===== src/rtl/f2u16_pkg.sv =====
package f2u16_pkg;
  localparam int FP_W   = 32;
  localparam int EXP_W  = 8;
  localparam int MANT_W = 23;
  localparam int BIAS   = 127;

  typedef struct packed {
    logic              sign;
    logic [EXP_W-1:0]  expo;
    logic [MANT_W-1:0] mant;
  } fp_word_t;
endpackage


===== src/rtl/f2u16_decode.sv =====
module f2u16_decode #(
  parameter int          IDX_W  = 3,
  parameter logic [15:0] OPC_LO = 16'hE68E
) (
  input  logic [15:0]      lo_i,
  input  logic [15:0]      hi_i,
  output logic             match_o,
  output logic [IDX_W-1:0] src_o,
  output logic [IDX_W-1:0] dst_o
);
  localparam int FIELD_TOP = 2 * IDX_W;

  always_comb begin
    match_o = (lo_i == OPC_LO) && (hi_i[15:FIELD_TOP] == '0);
    src_o   = hi_i[FIELD_TOP-1:IDX_W];
    dst_o   = hi_i[IDX_W-1:0];
  end
endmodule


===== src/rtl/f2u16_convert.sv =====
module f2u16_convert
  import f2u16_pkg::*;
#(
  parameter int INT_W = 16
) (
  input  fp_word_t         op_i,
  output logic [INT_W-1:0] int_o
);
  localparam logic [EXP_W-1:0] EXP_ONE = EXP_W'(BIAS);
  localparam logic [EXP_W-1:0] EXP_SAT = EXP_W'(BIAS + INT_W);
  localparam logic [EXP_W-1:0] EXP_TOP = '1;
  localparam logic [EXP_W-1:0] SH_BASE = EXP_W'(BIAS + MANT_W);

  logic [MANT_W:0]  full_sig;
  logic [EXP_W-1:0] sh_amt;

  always_comb begin
    full_sig = {1'b1, op_i.mant};
    sh_amt   = SH_BASE - op_i.expo;
    if (op_i.sign) begin
      int_o = '0;
    end else if (op_i.expo == EXP_TOP || op_i.expo >= EXP_SAT) begin
      int_o = '1;
    end else if (op_i.expo < EXP_ONE) begin
      int_o = '0;
    end else begin
      int_o = INT_W'(full_sig >> sh_amt);
    end
  end
endmodule


===== src/rtl/f2u16_regfile.sv =====
module f2u16_regfile #(
  parameter int REGS  = 8,
  parameter int DW    = 32,
  parameter int IDX_W = $clog2(REGS)
) (
  input  logic             clk,
  input  logic             rst_n,
  input  logic             ld_en_i,
  input  logic [IDX_W-1:0] ld_idx_i,
  input  logic [DW-1:0]    ld_data_i,
  input  logic             wb_en_i,
  input  logic [IDX_W-1:0] wb_idx_i,
  input  logic [DW-1:0]    wb_data_i,
  input  logic [IDX_W-1:0] src_idx_i,
  output logic [DW-1:0]    src_data_o,
  input  logic [IDX_W-1:0] rd_idx_i,
  output logic [DW-1:0]    rd_data_o
);
  logic [DW-1:0] mem_q [REGS];
  logic [DW-1:0] mem_d [REGS];

  always_comb begin
    for (int i = 0; i < REGS; i++) mem_d[i] = mem_q[i];
    if (ld_en_i) mem_d[ld_idx_i] = ld_data_i;
    if (wb_en_i) mem_d[wb_idx_i] = wb_data_i;
  end

  always_ff @(posedge clk or negedge rst_n) begin
    if (!rst_n) begin
      for (int i = 0; i < REGS; i++) mem_q[i] <= '0;
    end else begin
      for (int i = 0; i < REGS; i++) mem_q[i] <= mem_d[i];
    end
  end

  assign src_data_o = mem_q[src_idx_i];
  assign rd_data_o  = mem_q[rd_idx_i];

  // writeback lands and wins over a same-index preload
  a_r10_wb_lands: assert property (@(posedge clk) disable iff (!rst_n)
    wb_en_i |=> (mem_q[$past(wb_idx_i)] == $past(wb_data_i)));

  // preload lands when no writeback targets the same index
  a_r10_load_lands: assert property (@(posedge clk) disable iff (!rst_n)
    (ld_en_i && !(wb_en_i && wb_idx_i == ld_idx_i))
      |=> (mem_q[$past(ld_idx_i)] == $past(ld_data_i)));
endmodule


===== src/rtl/f2u16_unit.sv =====
module f2u16_unit
  import f2u16_pkg::*;
#(
  parameter int          REGS   = 8,
  parameter int          INT_W  = 16,
  parameter logic [15:0] OPC_LO = 16'hE68E
) (
  input  logic                     clk,
  input  logic                     rst_n,
  input  logic                     issue_i,
  input  logic [15:0]              instr_lo_i,
  input  logic [15:0]              instr_hi_i,
  input  logic                     load_en_i,
  input  logic [$clog2(REGS)-1:0]  load_idx_i,
  input  logic [FP_W-1:0]          load_data_i,
  input  logic [$clog2(REGS)-1:0]  rd_idx_i,
  output logic [FP_W-1:0]          rd_data_o
);
  localparam int IDX_W = $clog2(REGS);
  localparam int PAD_W = FP_W - INT_W;

  logic             dec_match;
  logic [IDX_W-1:0] dec_src;
  logic [IDX_W-1:0] dec_dst;
  logic [FP_W-1:0]  src_data;
  logic             accept;

  // stage 1 state
  logic             s1_valid_q, s1_valid_d;
  logic [IDX_W-1:0] s1_dst_q,   s1_dst_d;
  fp_word_t         s1_op_q,    s1_op_d;
  logic             s1_en;

  // stage 2 (writeback) signals
  logic [INT_W-1:0] conv_int;
  logic [FP_W-1:0]  wb_data;

  f2u16_decode #(.IDX_W(IDX_W), .OPC_LO(OPC_LO)) u_decode (
    .lo_i    (instr_lo_i),
    .hi_i    (instr_hi_i),
    .match_o (dec_match),
    .src_o   (dec_src),
    .dst_o   (dec_dst)
  );

  assign accept = issue_i && dec_match;
  assign s1_en  = accept;

  always_comb begin
    s1_valid_d = accept;
    s1_dst_d   = dec_dst;
    s1_op_d    = fp_word_t'(src_data);
  end

  always_ff @(posedge clk or negedge rst_n) begin
    if (!rst_n) begin
      s1_valid_q <= 1'b0;
    end else begin
      s1_valid_q <= s1_valid_d;
    end
  end

  always_ff @(posedge clk or negedge rst_n) begin
    if (!rst_n) begin
      s1_dst_q <= '0;
      s1_op_q  <= '0;
    end else if (s1_en) begin
      s1_dst_q <= s1_dst_d;
      s1_op_q  <= s1_op_d;
    end
  end

  f2u16_convert #(.INT_W(INT_W)) u_convert (
    .op_i  (s1_op_q),
    .int_o (conv_int)
  );

  assign wb_data = {{PAD_W{1'b0}}, conv_int};

  f2u16_regfile #(.REGS(REGS), .DW(FP_W), .IDX_W(IDX_W)) u_regfile (
    .clk        (clk),
    .rst_n      (rst_n),
    .ld_en_i    (load_en_i),
    .ld_idx_i   (load_idx_i),
    .ld_data_i  (load_data_i),
    .wb_en_i    (s1_valid_q),
    .wb_idx_i   (s1_dst_q),
    .wb_data_i  (wb_data),
    .src_idx_i  (dec_src),
    .src_data_o (src_data),
    .rd_idx_i   (rd_idx_i),
    .rd_data_o  (rd_data_o)
  );

  // an accepted issue always yields a writeback on the next edge
  a_r6_wb_follows: assert property (@(posedge clk) disable iff (!rst_n)
    accept |=> s1_valid_q);

  // nothing is written back without an accepted issue
  a_r2_no_spurious_wb: assert property (@(posedge clk) disable iff (!rst_n)
    !accept |=> !s1_valid_q);

  // writeback upper half is zero
  a_r5_upper_zero: assert property (@(posedge clk) disable iff (!rst_n)
    s1_valid_q |-> (wb_data[FP_W-1:INT_W] == '0));

  // sign set gives zero
  a_r7_neg_zero: assert property (@(posedge clk) disable iff (!rst_n)
    (s1_valid_q && s1_op_q.sign) |-> (conv_int == '0));

  // large positive or special gives all ones
  a_r9_saturate: assert property (@(posedge clk) disable iff (!rst_n)
    (s1_valid_q && !s1_op_q.sign && s1_op_q.expo >= EXP_W'(BIAS + INT_W))
      |-> (conv_int == '1));

  // positive below one gives zero
  a_r8_small_zero: assert property (@(posedge clk) disable iff (!rst_n)
    (s1_valid_q && !s1_op_q.sign && s1_op_q.expo < EXP_W'(BIAS))
      |-> (conv_int == '0));
endmodule


===== config.mk =====
export PLATFORM = sky130hd
export DESIGN_NAME = f2u16_unit
export DESIGN_NICKNAME = d
export VERILOG_FILES = /design/src/rtl/f2u16_pkg.sv /design/src/rtl/f2u16_decode.sv /design/src/rtl/f2u16_convert.sv /design/src/rtl/f2u16_regfile.sv /design/src/rtl/f2u16_unit.sv
export SDC_FILE = /design/constraint.sdc
export NUM_CORES = 1
export LEC_CHECK = 0
export BUFFER_PORTS_ARGS = -buffer_cell sky130_fd_sc_hd__buf_4
export CORE_MARGIN = 10
export CORE_UTILIZATION = 34
export DETAILED_ROUTE_END_ITERATION = 8
export PLACE_DENSITY = 0.6
export SLEW_MARGIN = 10
export SYNTH_ARGS = -nofsm -noshare
export SYNTH_HDL_FRONTEND = slang
export SYNTH_SLANG_ARGS = --single-unit
export TNS_END_PERCENT = 1

===== constraint.sdc =====
create_clock -name clk -period 2.8 [get_ports clk]
set_clock_uncertainty 0.2 [all_clocks]
set_input_delay 0.28 -clock clk [delete_from_list [all_inputs] [get_ports clk]]
set_output_delay 0.28 -clock clk [all_outputs]
set_load 0.05 [all_outputs]

# == Yosys cells after proc, flatten, opt, wreduce, memory -nomap -nowiden ==
# Index checks and enable logic that the tools add are counted.
# totals
register_bits,292
out_inout_bits,32
# classes
addsub,1
n_lt_le_gt_ge,8
eq_ne,2
shifts,1
mux,17
bitwise,4
n_reduce_logical,6
# op_table
cell,count
bitwise mux 256 bit,2
2-to-1 mux 256 bit,2
binary-select mux 32 bit (select 3 bit),2
demux 32 bit (select 3 bit),2
2-to-1 mux 32 bit,6
2-to-1 mux 16 bit,3
right shift 24 x 8 -> 16 bit,1
"equality test 16 bit, second input constant",1
"greater-or-equal comparator 4 bit, second input constant",4
NOT 3 -> 4 bit,4
zero test 10 bit,1
"equality test 8 bit, second input constant",1
"greater-or-equal comparator 8 bit, second input constant",1
"less-than comparator 4 x 1 -> 1 bit, second input constant",2
"less-than comparator 8 x 7 -> 1 bit, second input constant",1
"subtractor 8 bit, first input constant",1
logical AND 1 bit,4
logical OR 1 bit,1

# == Depth between registers and ports, before layout ==
# logic_depth
ltp_word,9
mapped_depth,10
mapped_depth_nobuf,7

# == By module ==
# A second synthesis with hierarchy kept.
# unflattened
cells_unflattened,1729
area_unflattened_um2,19418.6
# by_module_without_submodules
module,n_inst,cells_per_inst,area_per_inst_um2,seq_area_each_um2
f2u16_regfile,1,1420,16250.6,6406.1
f2u16_convert,1,216,1572.8,0.0
f2u16_unit,1,77,1456.4,900.9
f2u16_decode,1,16,138.9,0.0

# == Worst setup path after synthesis ==
# No wires, ideal clock.
# synth_path
path_kind,register to register
startpoint,register s1_op_q[24] (netlist bit)
endpoint,register u_regfile.mem_q[105] (netlist bit)
setup_time_ns,0.143
arrival_ns,2.400
required_time_ns,2.457
path_slack_ns,0.058
stages_incl_launch_ff,9
n_path_buf,1
synth_period_minus_slack_ns,2.742
cell_sequence,dfrtp_1 ha_1 buf_2 mux2_2 mux4_2 nor2_1 a2111oi_0 o21ai_1 a21oi_1
# synth_lines
element,line_no,rtl
start: declaration,f2u16_unit.sv:31,"fp_word_t s1_op_q, s1_op_d;"
start signal: assignment,f2u16_unit.sv:69,s1_op_q <= s1_op_d;
end: declaration,f2u16_regfile.sv:19,logic [DW-1:0] mem_q [REGS];

==> tab_implementation.tex <==
\begin{tabular}{lr}
\hline
Metric & Value \\
\hline
\multicolumn{2}{l}{\textbf{Route}} \\
\quad Post-detailed-route count of antenna-violating nets & 0 \\
\quad Routed wire length & 67900 µm \\
\quad Wire per inst & 26.5 µm \\
\quad Count of vias placed by the detailed router & 15800 \\
\quad Post-detailed-route DRC marker count & 0 \\
\quad Drt first-iter violations & 1717 \\
\quad Drt first pass iters & 5 \\
\quad Number of vias per cell after detailed routing & 6.14 \\
\multicolumn{2}{l}{\textbf{Global routing}} \\
\quad GRT Util Overall & 20.9\% \\
\quad First-pass GRT wire length & 102000 µm \\
\quad Antenna violations before repair & 1 \\
\quad Maximum number of pins on one net before global-route repair & 61 \\
\quad Vias in the first global route & 15800 \\
\quad GRT Residual Overflow & 0 \\
\multicolumn{2}{l}{\textbf{Place}} \\
\quad Worst Setup Slack post-DPL & -49.4 ps \\
\quad Detailed-placement wirelength estimate & 43300 µm \\
\quad Port buffer count & 105 \\
\quad Final weighted congestion of routability-driven global placement & 0.923 \\
\quad \# placed instances & 2473 \\
\multicolumn{2}{l}{\textbf{STA}} \\
\quad Finish-stage setup viols & 2 \\
\quad Count of endpoints failing hold in the final timing report & 0 \\
\quad Number of pins with negative max-slew slack in the final report & 0 \\
\quad Setup\_tns & -28.6 ps \\
\quad Worst rel slew slack & 39.9\% \\
\quad Final worst slack & -21.5 ps \\
\quad Max Clk Rate & 354 MHz \\
\quad Time the final worst path needs with I/O delays and setup & 2820 ps \\
\quad Crit share post-route & 101\% \\
\quad Actual slew at the worst max-slew pin & 898 ps \\
\quad Setup repair after global routing missed its margin & yes \\
\multicolumn{2}{l}{\textbf{Worst setup path}} \\
\quad Critical Path AT & 3080 ps \\
\quad Stage delay of the slowest cell on the critical path & 520 ps \\
\quad Critical path launch point type & flop \\
\quad Critical-path maximum fanout & 8 \\
\quad CP endpoint kind & flop \\
\quad Required time worst endpoint & 3060 ps \\
\quad Cell chain of the critical path & ha\_4 > buf\_12 > mux2\_4 > mux4\_2 > nor2\_1 > a2111oi\_1 > o21ai\_1 > buf\_4 > a21oi\_1 \\
\quad Type of the worst setup path & reg2reg \\
\quad Master of the slowest instance on the critical path & sky130\_fd\_sc\_hd\_\_mux4\_2 \\
\quad Cell count of the worst reg-to-reg path & 9 \\
\multicolumn{2}{l}{\textbf{Synthesis}} \\
\quad EDFF count, synth & 0 \\
\quad Number of synthesized register bits & 292 \\
\quad Number of distinct library cells after synthesis & 64 \\
\quad Number of warnings printed during yosys synthesis & 0 \\
\quad Cells after Synth & 1737 \\
\quad Combined area of all synthesized cells & 0.0180 mm² \\
\quad Most common flop cell mapped by yosys & sky130\_fd\_sc\_hd\_\_dfrtp\_1 \\
\quad Post-Synthesis Mean Instance Area & 10.4 µm² \\
\quad Net count after synthesis & 1812 \\
\quad Share of flip-flops with an asynchronous set or reset after synthesis & 100\% \\
\quad Seq/Total Area, Yosys & 40.5\% \\
\multicolumn{2}{l}{\textbf{Die}} \\
\quad Row count & 84 \\
\quad Starting utilization of the core area & 34.3\% \\
\quad Die Span Y & 250 µm \\
\quad Area of the core & 0.0526 mm² \\
\quad Width of the die & 250 µm \\
\quad Area enclosed by the die boundary & 0.0627 mm² \\
\quad Count of boundary I/O pins & 106 \\
\multicolumn{2}{l}{\textbf{Clock network}} \\
\quad TritonCTS clock tree & built \\
\quad Number of clock buffers inserted by TritonCTS & 31 \\
\quad Clock edge transition at the registers on the reported setup and hold paths & 70 ps \\
\quad Clk root buf & sky130\_fd\_sc\_hd\_\_clkbuf\_16 \\
\quad Deepest level of the CTS H-tree & 1 \\
\quad Clock Latency Late Sink & 610 ps \\
\quad Count of clock tree sinks & 292 \\
\quad Buffer levels on the longest clock path & 3 \\
\multicolumn{2}{l}{\textbf{Final layout}} \\
\quad Final core occ & 41.7\% \\
\quad Most common cell after layout, fill and taps aside & sky130\_fd\_sc\_hd\_\_nand2\_1 \\
\quad Share of final-layout standard cells stronger than drive strength 1 & 28.5\% \\
\quad Nets & 1935 \\
\quad Most used cells in the layout excluding fill and tap cells & sky130\_fd\_sc\_hd\_\_nand2\_1 (404), sky130\_fd\_sc\_hd\_\_dfrtp\_1 (290), sky130\_fd\_sc\_hd\_\_buf\_4 (199), sky130\_fd\_sc\_hd\_\_a21oi\_1 (192), sky130\_fd\_sc\_hd\_\_mux4\_2 (143) \\
\quad Count of placed standard cells in the final layout, fillers left out & 2567 \\
\quad Antenna cell count & 0 \\
\quad Syn-to-layout area delta & 21.4\% \\
\multicolumn{2}{l}{\textbf{Pwr}} \\
\quad Largest voltage drop on the vdd net & 0.531 mV \\
\quad P per Cell Area & 599 mW/mm² \\
\quad Static leakage power & 9.30 nW \\
\quad Final total power & 13.1 mW \\
\multicolumn{2}{l}{\textbf{Outcome}} \\
\quad Violations in the final reports & negative setup slack \\
\quad Outcome & finished with violations \\
\multicolumn{2}{l}{\textbf{Min path}} \\
\quad Class of the tightest hold or removal check & in2async \\
\multicolumn{2}{l}{\textbf{Run}} \\
\quad Max\_cap viols & 0 \\
\hline
\end{tabular}
[cell families (layout without fill, tap and decap cells)]
group           after synthesis  count (layout)  synth area share, %
compound gates              371             371                 13.6
simple gates                569             569                 13.4
flops                       292             292                 40.5
buf+inv                     186             328                 4.52
fa+ha+maj                     1               1               0.0693
mux                         311             311                 27.5
xor+xnor                      7               7                0.444
[state kept, by name, indices dropped and copies added, names as in the netlist]
signal	count
s1_dst_q	3
s1_valid_q	1
u_regfile.mem_q	256
s1_op_q	32
[critical path, delay by kind of cell, from the launching register on]
family,cells,cell delay (ps)
flip-flops,1,440
buffers and inverters,2,340
adder cells (fa/ha/maj),1,340
AND/OR/NAND/NOR,1,120
AO/OA/AOI/OAI,3,390
multiplexers,2,830
[through the flow]
step / hold WS (ps) / cell area [µm²]
2_1_floorplan: -216 / 18000
3_3_place_gp: 32.2 / 20300
3_5_place_dp: 40.9 / 20300
4_1_cts: 19.8 / 21700
5_1_grt: 46.2 / 21900
6_report: 11.1 / 21900
[Yosys cell counts, types with 10 or more instances]
cell,n,share of area (%)
sky130_fd_sc_hd__nand2_1,406,8.4
sky130_fd_sc_hd__dfrtp_1,292,40
sky130_fd_sc_hd__a21oi_1,194,5.4
sky130_fd_sc_hd__mux4_2,143,18
sky130_fd_sc_hd__mux2i_1,120,6.7
sky130_fd_sc_hd__clkbuf_1,88,1.8
sky130_fd_sc_hd__a221oi_1,80,3.9
sky130_fd_sc_hd__nor2_1,61,1.3
sky130_fd_sc_hd__mux2_2,48,3.0
sky130_fd_sc_hd__buf_1,40,0.83
sky130_fd_sc_hd__and3_1,29,1.0
sky130_fd_sc_hd__a31oi_1,27,0.94
sky130_fd_sc_hd__buf_2,27,0.75
sky130_fd_sc_hd__buf_4,17,0.71
sky130_fd_sc_hd__o21a_1,17,0.71
sky130_fd_sc_hd__nand3_1,16,0.44
sky130_fd_sc_hd__o21ai_0,12,0.33
sky130_fd_sc_hd__nor2b_1,11,0.38
sky130_fd_sc_hd__clkbuf_2,10,0.28
sky130_fd_sc_hd__nand2b_1,10,0.35
[power by group]
part	leakage, nW	internal (mW)	switching (mW)	total [mW]
clock network	0.489	2.29	1.81	4.10
registers	3.61	4.97	0.608	5.57
logic	5.20	1.71	1.74	3.46
[layer usage]
| metal | vias to the layer above | global-route usage, % | part of all wire (%) |
|---|---|---|---|
| li1 | 6640 | - | - |
| met2 | 973 | 33.8 | 47 |
| met5 | - | 0 | 0 |
| met3 | 168 | 4.12 | 10 |
| met1 | 7970 | 27.7 | 40 |
| met4 | 0 | 6.44 | 3.1 |
[final cells by class]
type                            count  area [µm²]
Clock inverter                     10        92.6
Fill cell                        4987       30600
Multi-Input combinational cell   1259       10100
Timing Repair Buffer              273        2610
Sequential cell                   292        7310
Clock buffer                       42         887
Tap cell                          688         861
Inverter                            3        11.3
[what timing repair did]
action                                  in CTS  in global routing
cloned                                       0                  2
buffers inserted                             1                  2
gates resized for setup                      6                 26
endpoints found under the setup margin      64                116
pin swaps                                    1                  9
endpoints found under the hold margin      569                  0
hold buffers                                37                  0
[worst paths after layout]
kind                       slack, ps                start              endpoint
max                              -20          s1_op_q[23]   u_regfile.mem_q[43]
min                               10                rst_n  u_regfile.mem_q[141]
max reg2reg                      -20          s1_op_q[23]   u_regfile.mem_q[43]
min reg2reg                      340  u_regfile.mem_q[92]   u_regfile.mem_q[92]
max in group asynchronous       1550                rst_n            s1_op_q[1]
min in group clk                  50       instr_lo_i[15]           s1_op_q[18]
No activity file was read; power rests on OpenSTA's default activity.
